===== src/rtl/dma_eng_pkg.sv =====
package dma_eng_pkg;
  typedef enum logic [1:0] {
    ST_IDLE  = 2'd0,
    ST_READ  = 2'd1,
    ST_WRITE = 2'd2
  } eng_state_t;

  localparam int unsigned WORD_BYTES = 4;
endpackage


===== src/rtl/dma_addr_gen.sv =====
module dma_addr_gen #(
  parameter int unsigned AW = 32,
  parameter logic [AW-1:0] RST_MASK = {{(AW-2){1'b1}}, 2'b00}
) (
  input  logic          clk,
  input  logic          rst,
  input  logic          load,
  input  logic [AW-1:0] base,
  input  logic [AW-1:0] mask_cfg,
  input  logic          inc_en,
  input  logic          step,
  output logic [AW-1:0] addr
);
  localparam logic [AW-1:0] STEP_BYTES = AW'(dma_eng_pkg::WORD_BYTES);

  logic [AW-1:0] mask_q;
  logic [AW-1:0] addr_next;

  assign addr_next = (addr & ~mask_q) | ((addr + STEP_BYTES) & mask_q);

  always_ff @(posedge clk) begin
    if (rst) begin
      addr   <= '0;
      mask_q <= RST_MASK;
    end else if (load) begin
      addr   <= base;
      mask_q <= inc_en ? mask_cfg : '0;
    end else if (step) begin
      addr   <= addr_next;
    end
  end

  AST_OUTSIDE_MASK_FIXED: assert property (@(posedge clk) disable iff (rst)
    (step && !load) |=> (((addr ^ $past(addr)) & ~$past(mask_q)) == '0));
  AST_ADDR_HOLD_NO_STEP: assert property (@(posedge clk) disable iff (rst)
    (!step && !load) |=> $stable(addr));
endmodule


===== src/rtl/dma_word_count.sv =====
module dma_word_count #(
  parameter int unsigned CW = 16
) (
  input  logic          clk,
  input  logic          rst,
  input  logic          load,
  input  logic [CW-1:0] total_cfg,
  input  logic [CW-1:0] chunk_cfg,
  input  logic          word_done,
  output logic          last_word,
  output logic          chunk_ack
);
  localparam int unsigned XW = CW + 1;

  logic [CW-1:0] total_q;
  logic [CW-1:0] chunk_q;
  logic [CW-1:0] cnt_q;
  logic [CW-1:0] chk_q;
  logic [CW-1:0] chk_inc;

  assign chk_inc   = chk_q + 1'b1;
  assign last_word = ({1'b0, cnt_q} + XW'(1)) >= {1'b0, total_q};

  always_ff @(posedge clk) begin
    if (rst) begin
      total_q   <= '0;
      chunk_q   <= '0;
      cnt_q     <= '0;
      chk_q     <= '0;
      chunk_ack <= 1'b0;
    end else if (load) begin
      total_q   <= total_cfg;
      chunk_q   <= ((chunk_cfg == '0) || (chunk_cfg > total_cfg)) ? total_cfg : chunk_cfg;
      cnt_q     <= '0;
      chk_q     <= '0;
      chunk_ack <= 1'b0;
    end else if (word_done) begin
      cnt_q <= cnt_q + 1'b1;
      if (chk_inc == chunk_q) begin
        chk_q     <= '0;
        chunk_ack <= 1'b1;
      end else begin
        chk_q     <= chk_inc;
        chunk_ack <= 1'b0;
      end
    end else begin
      chunk_ack <= 1'b0;
    end
  end

  AST_ACK_FOLLOWS_WORD: assert property (@(posedge clk) disable iff (rst)
    chunk_ack |-> $past(word_done));
  AST_ACK_SINGLE_CYCLE: assert property (@(posedge clk) disable iff (rst)
    (chunk_ack && !word_done) |=> !chunk_ack);
endmodule


===== src/rtl/dma_xfer_engine.sv =====
module dma_xfer_engine #(
  parameter int unsigned AW = 32,
  parameter int unsigned DW = 32,
  parameter int unsigned CW = 16
) (
  input  logic          clk,
  input  logic          rst,
  input  logic          go,
  input  logic [AW-1:0] cfg_src_addr,
  input  logic [AW-1:0] cfg_dst_addr,
  input  logic [AW-1:0] cfg_src_mask,
  input  logic [AW-1:0] cfg_dst_mask,
  input  logic          cfg_src_inc,
  input  logic          cfg_dst_inc,
  input  logic [CW-1:0] cfg_total_words,
  input  logic [CW-1:0] cfg_chunk_words,
  input  logic          cfg_hs_mode,
  input  logic          cfg_desc_mode,
  input  logic          hs_req,
  input  logic          next_desc,
  input  logic          stop,
  output logic          rd_valid,
  output logic [AW-1:0] rd_addr,
  input  logic          rd_ready,
  input  logic [DW-1:0] rd_data,
  output logic          wr_valid,
  output logic [AW-1:0] wr_addr,
  output logic [DW-1:0] wr_data,
  input  logic          wr_ready,
  output logic          busy,
  output logic          done,
  output logic          error,
  output logic          chunk_ack,
  output logic          done_irq
);
  import dma_eng_pkg::*;

  eng_state_t state;
  logic hs_q, desc_q;
  logic load, word_done, last_word, skip_start, early_end;

  assign skip_start = cfg_hs_mode && cfg_desc_mode && next_desc;
  assign early_end  = hs_q && desc_q && next_desc;
  assign load       = (state == ST_IDLE) && go;
  assign rd_valid   = (state == ST_READ) && (!hs_q || hs_req);
  assign wr_valid   = (state == ST_WRITE);
  assign word_done  = (state == ST_WRITE) && wr_ready && !stop;

  dma_addr_gen #(.AW(AW)) u_src (
    .clk(clk), .rst(rst), .load(load), .base(cfg_src_addr), .mask_cfg(cfg_src_mask),
    .inc_en(cfg_src_inc), .step(word_done), .addr(rd_addr)
  );

  dma_addr_gen #(.AW(AW)) u_dst (
    .clk(clk), .rst(rst), .load(load), .base(cfg_dst_addr), .mask_cfg(cfg_dst_mask),
    .inc_en(cfg_dst_inc), .step(word_done), .addr(wr_addr)
  );

  dma_word_count #(.CW(CW)) u_cnt (
    .clk(clk), .rst(rst), .load(load), .total_cfg(cfg_total_words),
    .chunk_cfg(cfg_chunk_words), .word_done(word_done),
    .last_word(last_word), .chunk_ack(chunk_ack)
  );

  always_ff @(posedge clk) begin
    if (rst) begin
      state    <= ST_IDLE;
      busy     <= 1'b0;
      done     <= 1'b0;
      error    <= 1'b0;
      done_irq <= 1'b0;
      hs_q     <= 1'b0;
      desc_q   <= 1'b0;
      wr_data  <= '0;
    end else begin
      done_irq <= 1'b0;
      unique case (state)
        ST_IDLE: begin
          if (go) begin
            hs_q   <= cfg_hs_mode;
            desc_q <= cfg_desc_mode;
            error  <= 1'b0;
            if (skip_start) begin
              done <= 1'b1;
            end else begin
              done  <= 1'b0;
              busy  <= 1'b1;
              state <= ST_READ;
            end
          end
        end
        ST_READ: begin
          if (stop) begin
            state <= ST_IDLE;
            busy  <= 1'b0;
            error <= 1'b1;
          end else if (rd_valid && rd_ready) begin
            wr_data <= rd_data;
            state   <= ST_WRITE;
          end
        end
        ST_WRITE: begin
          if (stop) begin
            state <= ST_IDLE;
            busy  <= 1'b0;
            error <= 1'b1;
          end else if (wr_ready) begin
            if (early_end || last_word) begin
              state    <= ST_IDLE;
              busy     <= 1'b0;
              done     <= 1'b1;
              done_irq <= !early_end;
            end else begin
              state <= ST_READ;
            end
          end
        end
        default: state <= ST_IDLE;
      endcase
    end
  end

  AST_STOP_ABORTS: assert property (@(posedge clk) disable iff (rst)
    (busy && stop) |=> (error && !busy && !done));
  AST_HS_WAIT_HOLDS: assert property (@(posedge clk) disable iff (rst)
    (busy && hs_q && !hs_req && !stop && !wr_valid) |=> (busy && !wr_valid));
  AST_END_FLAGS: assert property (@(posedge clk) disable iff (rst)
    $fell(busy) |-> (done != error));
  AST_IRQ_WITH_DONE: assert property (@(posedge clk) disable iff (rst)
    done_irq |-> (done && !busy));
  AST_WRITE_ONLY_BUSY: assert property (@(posedge clk) disable iff (rst)
    wr_valid |-> busy);
  AST_WRITE_STABLE: assert property (@(posedge clk) disable iff (rst)
    (wr_valid && !wr_ready && !stop) |=> ($stable(wr_data) && $stable(wr_addr)));
endmodule


===== config.mk =====
export PLATFORM = sky130hd
export DESIGN_NAME = dma_xfer_engine
export DESIGN_NICKNAME = d
export VERILOG_FILES = /design/src/rtl/dma_eng_pkg.sv /design/src/rtl/dma_addr_gen.sv /design/src/rtl/dma_word_count.sv /design/src/rtl/dma_xfer_engine.sv
export SDC_FILE = /design/constraint.sdc
export NUM_CORES = 1
export LEC_CHECK = 0
export CAP_MARGIN = 15
export CORE_UTILIZATION = 60
export DETAILED_ROUTE_END_ITERATION = 8
export DONT_BUFFER_PORTS = 1
export MAX_ROUTING_LAYER = met4
export PLACE_DENSITY = 0.78
export RECOVER_POWER = 25
export SYNTH_ARGS = -nofsm -noshare
export SYNTH_HDL_FRONTEND = slang
export SYNTH_SLANG_ARGS = --single-unit
export TNS_END_PERCENT = 5

===== constraint.sdc =====
create_clock -name clk -period 3.4 [get_ports clk]
set_clock_uncertainty 0.2 [all_clocks]
set_input_delay 0.85 -clock clk [delete_from_list [all_inputs] [get_ports clk]]
set_output_delay 0.85 -clock clk [all_outputs]
set_load 0.1 [all_outputs]

==> impl_metrics.py <==
metrics = {
    "worst_hold_path": {
        "hp-start": "rst",
        "hold_class": "input port to register",
        "hold_depth": 1,
    },
    "clock_network": {
        "htree_num_levels": 1,
        "cts_tree": "done",
        "clk_pin_slew_ps": 60,
        "clock_latency_ps": 540,
        "numCtsBuffers": 25,
        "root_buffer": "clkbuf_16",
        "cts_sinks": 229,
        "cts_hold_buf": 0,
        "clockBufferDepth": 3,
    },
    "place": {
        "place.gp.congestion": 0.935,
        "place_hpwl_mm": 21.8,
        "port_buffers": 0,
    },
    "detailed_routing": {
        "first_pass_iters": 6,
        "via_per_inst": 6.16,
        "drt_wl_total_mm": 30.6,
        "final_antenna_net_count": 0,
        "drc": 0,
        "drtIter0Drc": 788,
        "wl_per_cell_um": 18.7,
        "via_count": 10082,
    },
    "synthesis": {
        "avgSynthCellArea_um2": 8.38,
        "netlist.area_leader.share_pct": 40.4,
        "synth_edf_count": 0,
        "syn_nets": 1599,
        "ys_ff_latch": 229,
        "async_flop_share_pct": 0,
        "synth_top_flop_cell": "dfxtp_1",
        "synthCells": 1354,
        "synth.most_common_cell": "dfxtp_1",
        "syn_area_um2": 11300,
        "synth_seq_area_share_pct": 40.4,
        "ys_warn_count": 0,
        "synth_common_cells": "dfxtp_1 (229), nand2_1 (185), nor2_1 (95)",
        "yosysTopAreaCell": "dfxtp_1",
        "synth.distinct_cells": 59,
        "synth_area_leaders": "dfxtp_1 (40%), nand2_1 (6.1%), xor2_1 (5.3%)",
    },
    "worst_setup_path": {
        "cp_cell_sequence": "clkbuf_1 -> nand4_1 -> or2_2 -> nor4_1 -> xnor2_1 -> o21ai_0",
        "arrival_ps": 3440,
        "cp.required_ps": 3590,
        "slowest_delay_ps": 990,
        "cp_slowest_cell": "clkbuf_1",
        "critPathLaunchType": "register",
        "path_depth": 6,
        "endpoint_kind": "register",
        "crit_fanout": 6,
        "path_class": "register to register",
        "rr_worst_depth": 6,
        "cpLargestDelayFamily": "simple AND/OR/NAND/NOR gates",
        "r2r_slack_ps": 150,
        "path_buf_inv": 1,
    },
    "finish": {
        "syn_to_final_growth_pct": 12.2,
        "final_core_util_pct": 69.7,
        "nets": 1624,
        "layout-drive-gt1-share_pct": 8.94,
    },
    "floorplanning": {
        "die_area_um2": 19500,
        "fp.dieW_um": 140,
        "io_pins": 307,
        "chipHeight_um": 140,
        "start_util_pct": 62.1,
        "core-area_um2": 18300,
        "fp-row-count": 49,
    },
    "pwr": {
        "power.total_mw": 9.29,
        "ir_worst_vdd_uv": 613,
        "p_leak_nw": 5.10,
        "power_density_nw_per_um2": 729,
    },
    "timing": {
        "hold_viol": 0,
        "setup_viol": 0,
        "fin_crit_sh_pct": 95.6,
        "relSlewSlack_pct": -10.3,
        "slew_viol_final": 33,
        "fin_crit_ps": 3250,
        "max_slew.worst_pin.slew_ps": 1650,
        "max_freq_mhz": 307,
    },
    "job": {
        "drv_cap": 1,
    },
    "run_status": {
        "status": "complete, but fails checks",
        "violations": "max-capacitance violations, max-slew violations",
    },
    "global_route": {
        "grt_use_met3_pct": 7.71,
        "grt_pass1_vias": 9794,
        "use_met2_pct": 52.7,
        "antenna_found_initial": 8,
        "busiest_layer": "met2",
        "grt_max_degree": 183,
        "grt_use_met1_pct": 36.3,
        "grt-ovfl-total": 0,
        "grt_pass1_wl_mm": 48.7,
        "grt_usage_pct": 31.7,
    },
}
how the worst min path moves through the flow:
stage,to,slack [ps]
finish,register,190
global route,register,180
global placement,desc_q,230
detailed placement,u_cnt.total_q[13],240
CTS,register,180
floorplan,u_dst.mask_q[19],230
per-layer routing:
layer	vias to the layer above	share of wire, %
met3	72	7.6
met1	4803	40
met4	0	3.6
li1	4884	-
met2	323	49
met5	-	0
per-stage QoR:
stage	setup WS (ps)	cells	area, um2	hold slack [ps]	setup TNS, ps
floorplan	132	1354	11400	227	0
global placement	128	1580	11900	234	0
detailed placement	103	1580	11900	244	0
CTS	50.7	1626	12800	179	0
global route	-24.3	1635	12700	180	-24.3
finish	148	1636	12700	191	0
cell usage in the layout (no fill, tap or decap), types with 9 or more instances in the layout:
| master | n |
|---|---|
| diode_2 | 9 |
| nand2b_1 | 9 |
| inv_1 | 43 |
| dfxtp_1 | 226 |
| or3_1 | 11 |
| nand2_1 | 185 |
| nor3_1 | 15 |
| and4_1 | 13 |
| buf_4 | 63 |
| clkbuf_1 | 26 |
| nor4_1 | 11 |
| a21oi_1 | 90 |
| nand4_1 | 38 |
| mux2i_1 | 16 |
| and3_1 | 78 |
| xnor2_1 | 32 |
| clkbuf_16 | 25 |
| o21ai_0 | 36 |
| a21o_1 | 11 |
| nand3_1 | 50 |
| a211oi_1 | 46 |
| xor2_1 | 69 |
| a211o_1 | 59 |
| nor2_1 | 93 |
| ha_1 | 40 |
| a22oi_1 | 16 |
what timing repair did:
| action | in CTS | in global routing |
|---|---|---|
| setup buffers | 0 | 0 |
| setup endpoints to repair | 0 | 3 |
| gates resized for setup | 0 | 11 |
cell type report:
class | instances | area [um2]
multi-input combinational | 994 | 6270
clock inverter | 15 | 176
clock buffer | 31 | 658
fill | 1541 | 5540
inverter | 43 | 161
tap | 229 | 287
sequential | 229 | 4590
timing repair buffer | 86 | 564
antenna | 9 | 22.5
where the power goes:
| part | switching, mW | total (mW) | internal, mW | leakage (nW) |
|---|---|---|---|---|
| logic | 2.11 | 2.84 | 0.729 | 2.81 |
| registers | 0.590 | 3.70 | 3.11 | 1.88 |
| clock network | 1.13 | 2.75 | 1.62 | 0.405 |
cell families after synthesis:
kind of cell	share of synthesized area, %
simple gates	23.3
compound gates	17.9
flops	40.4
buf+inv	4.61
xor+xnor	7.80
fa+ha+maj	4.52
mux	1.51
(Power assumes the default switching activity.)
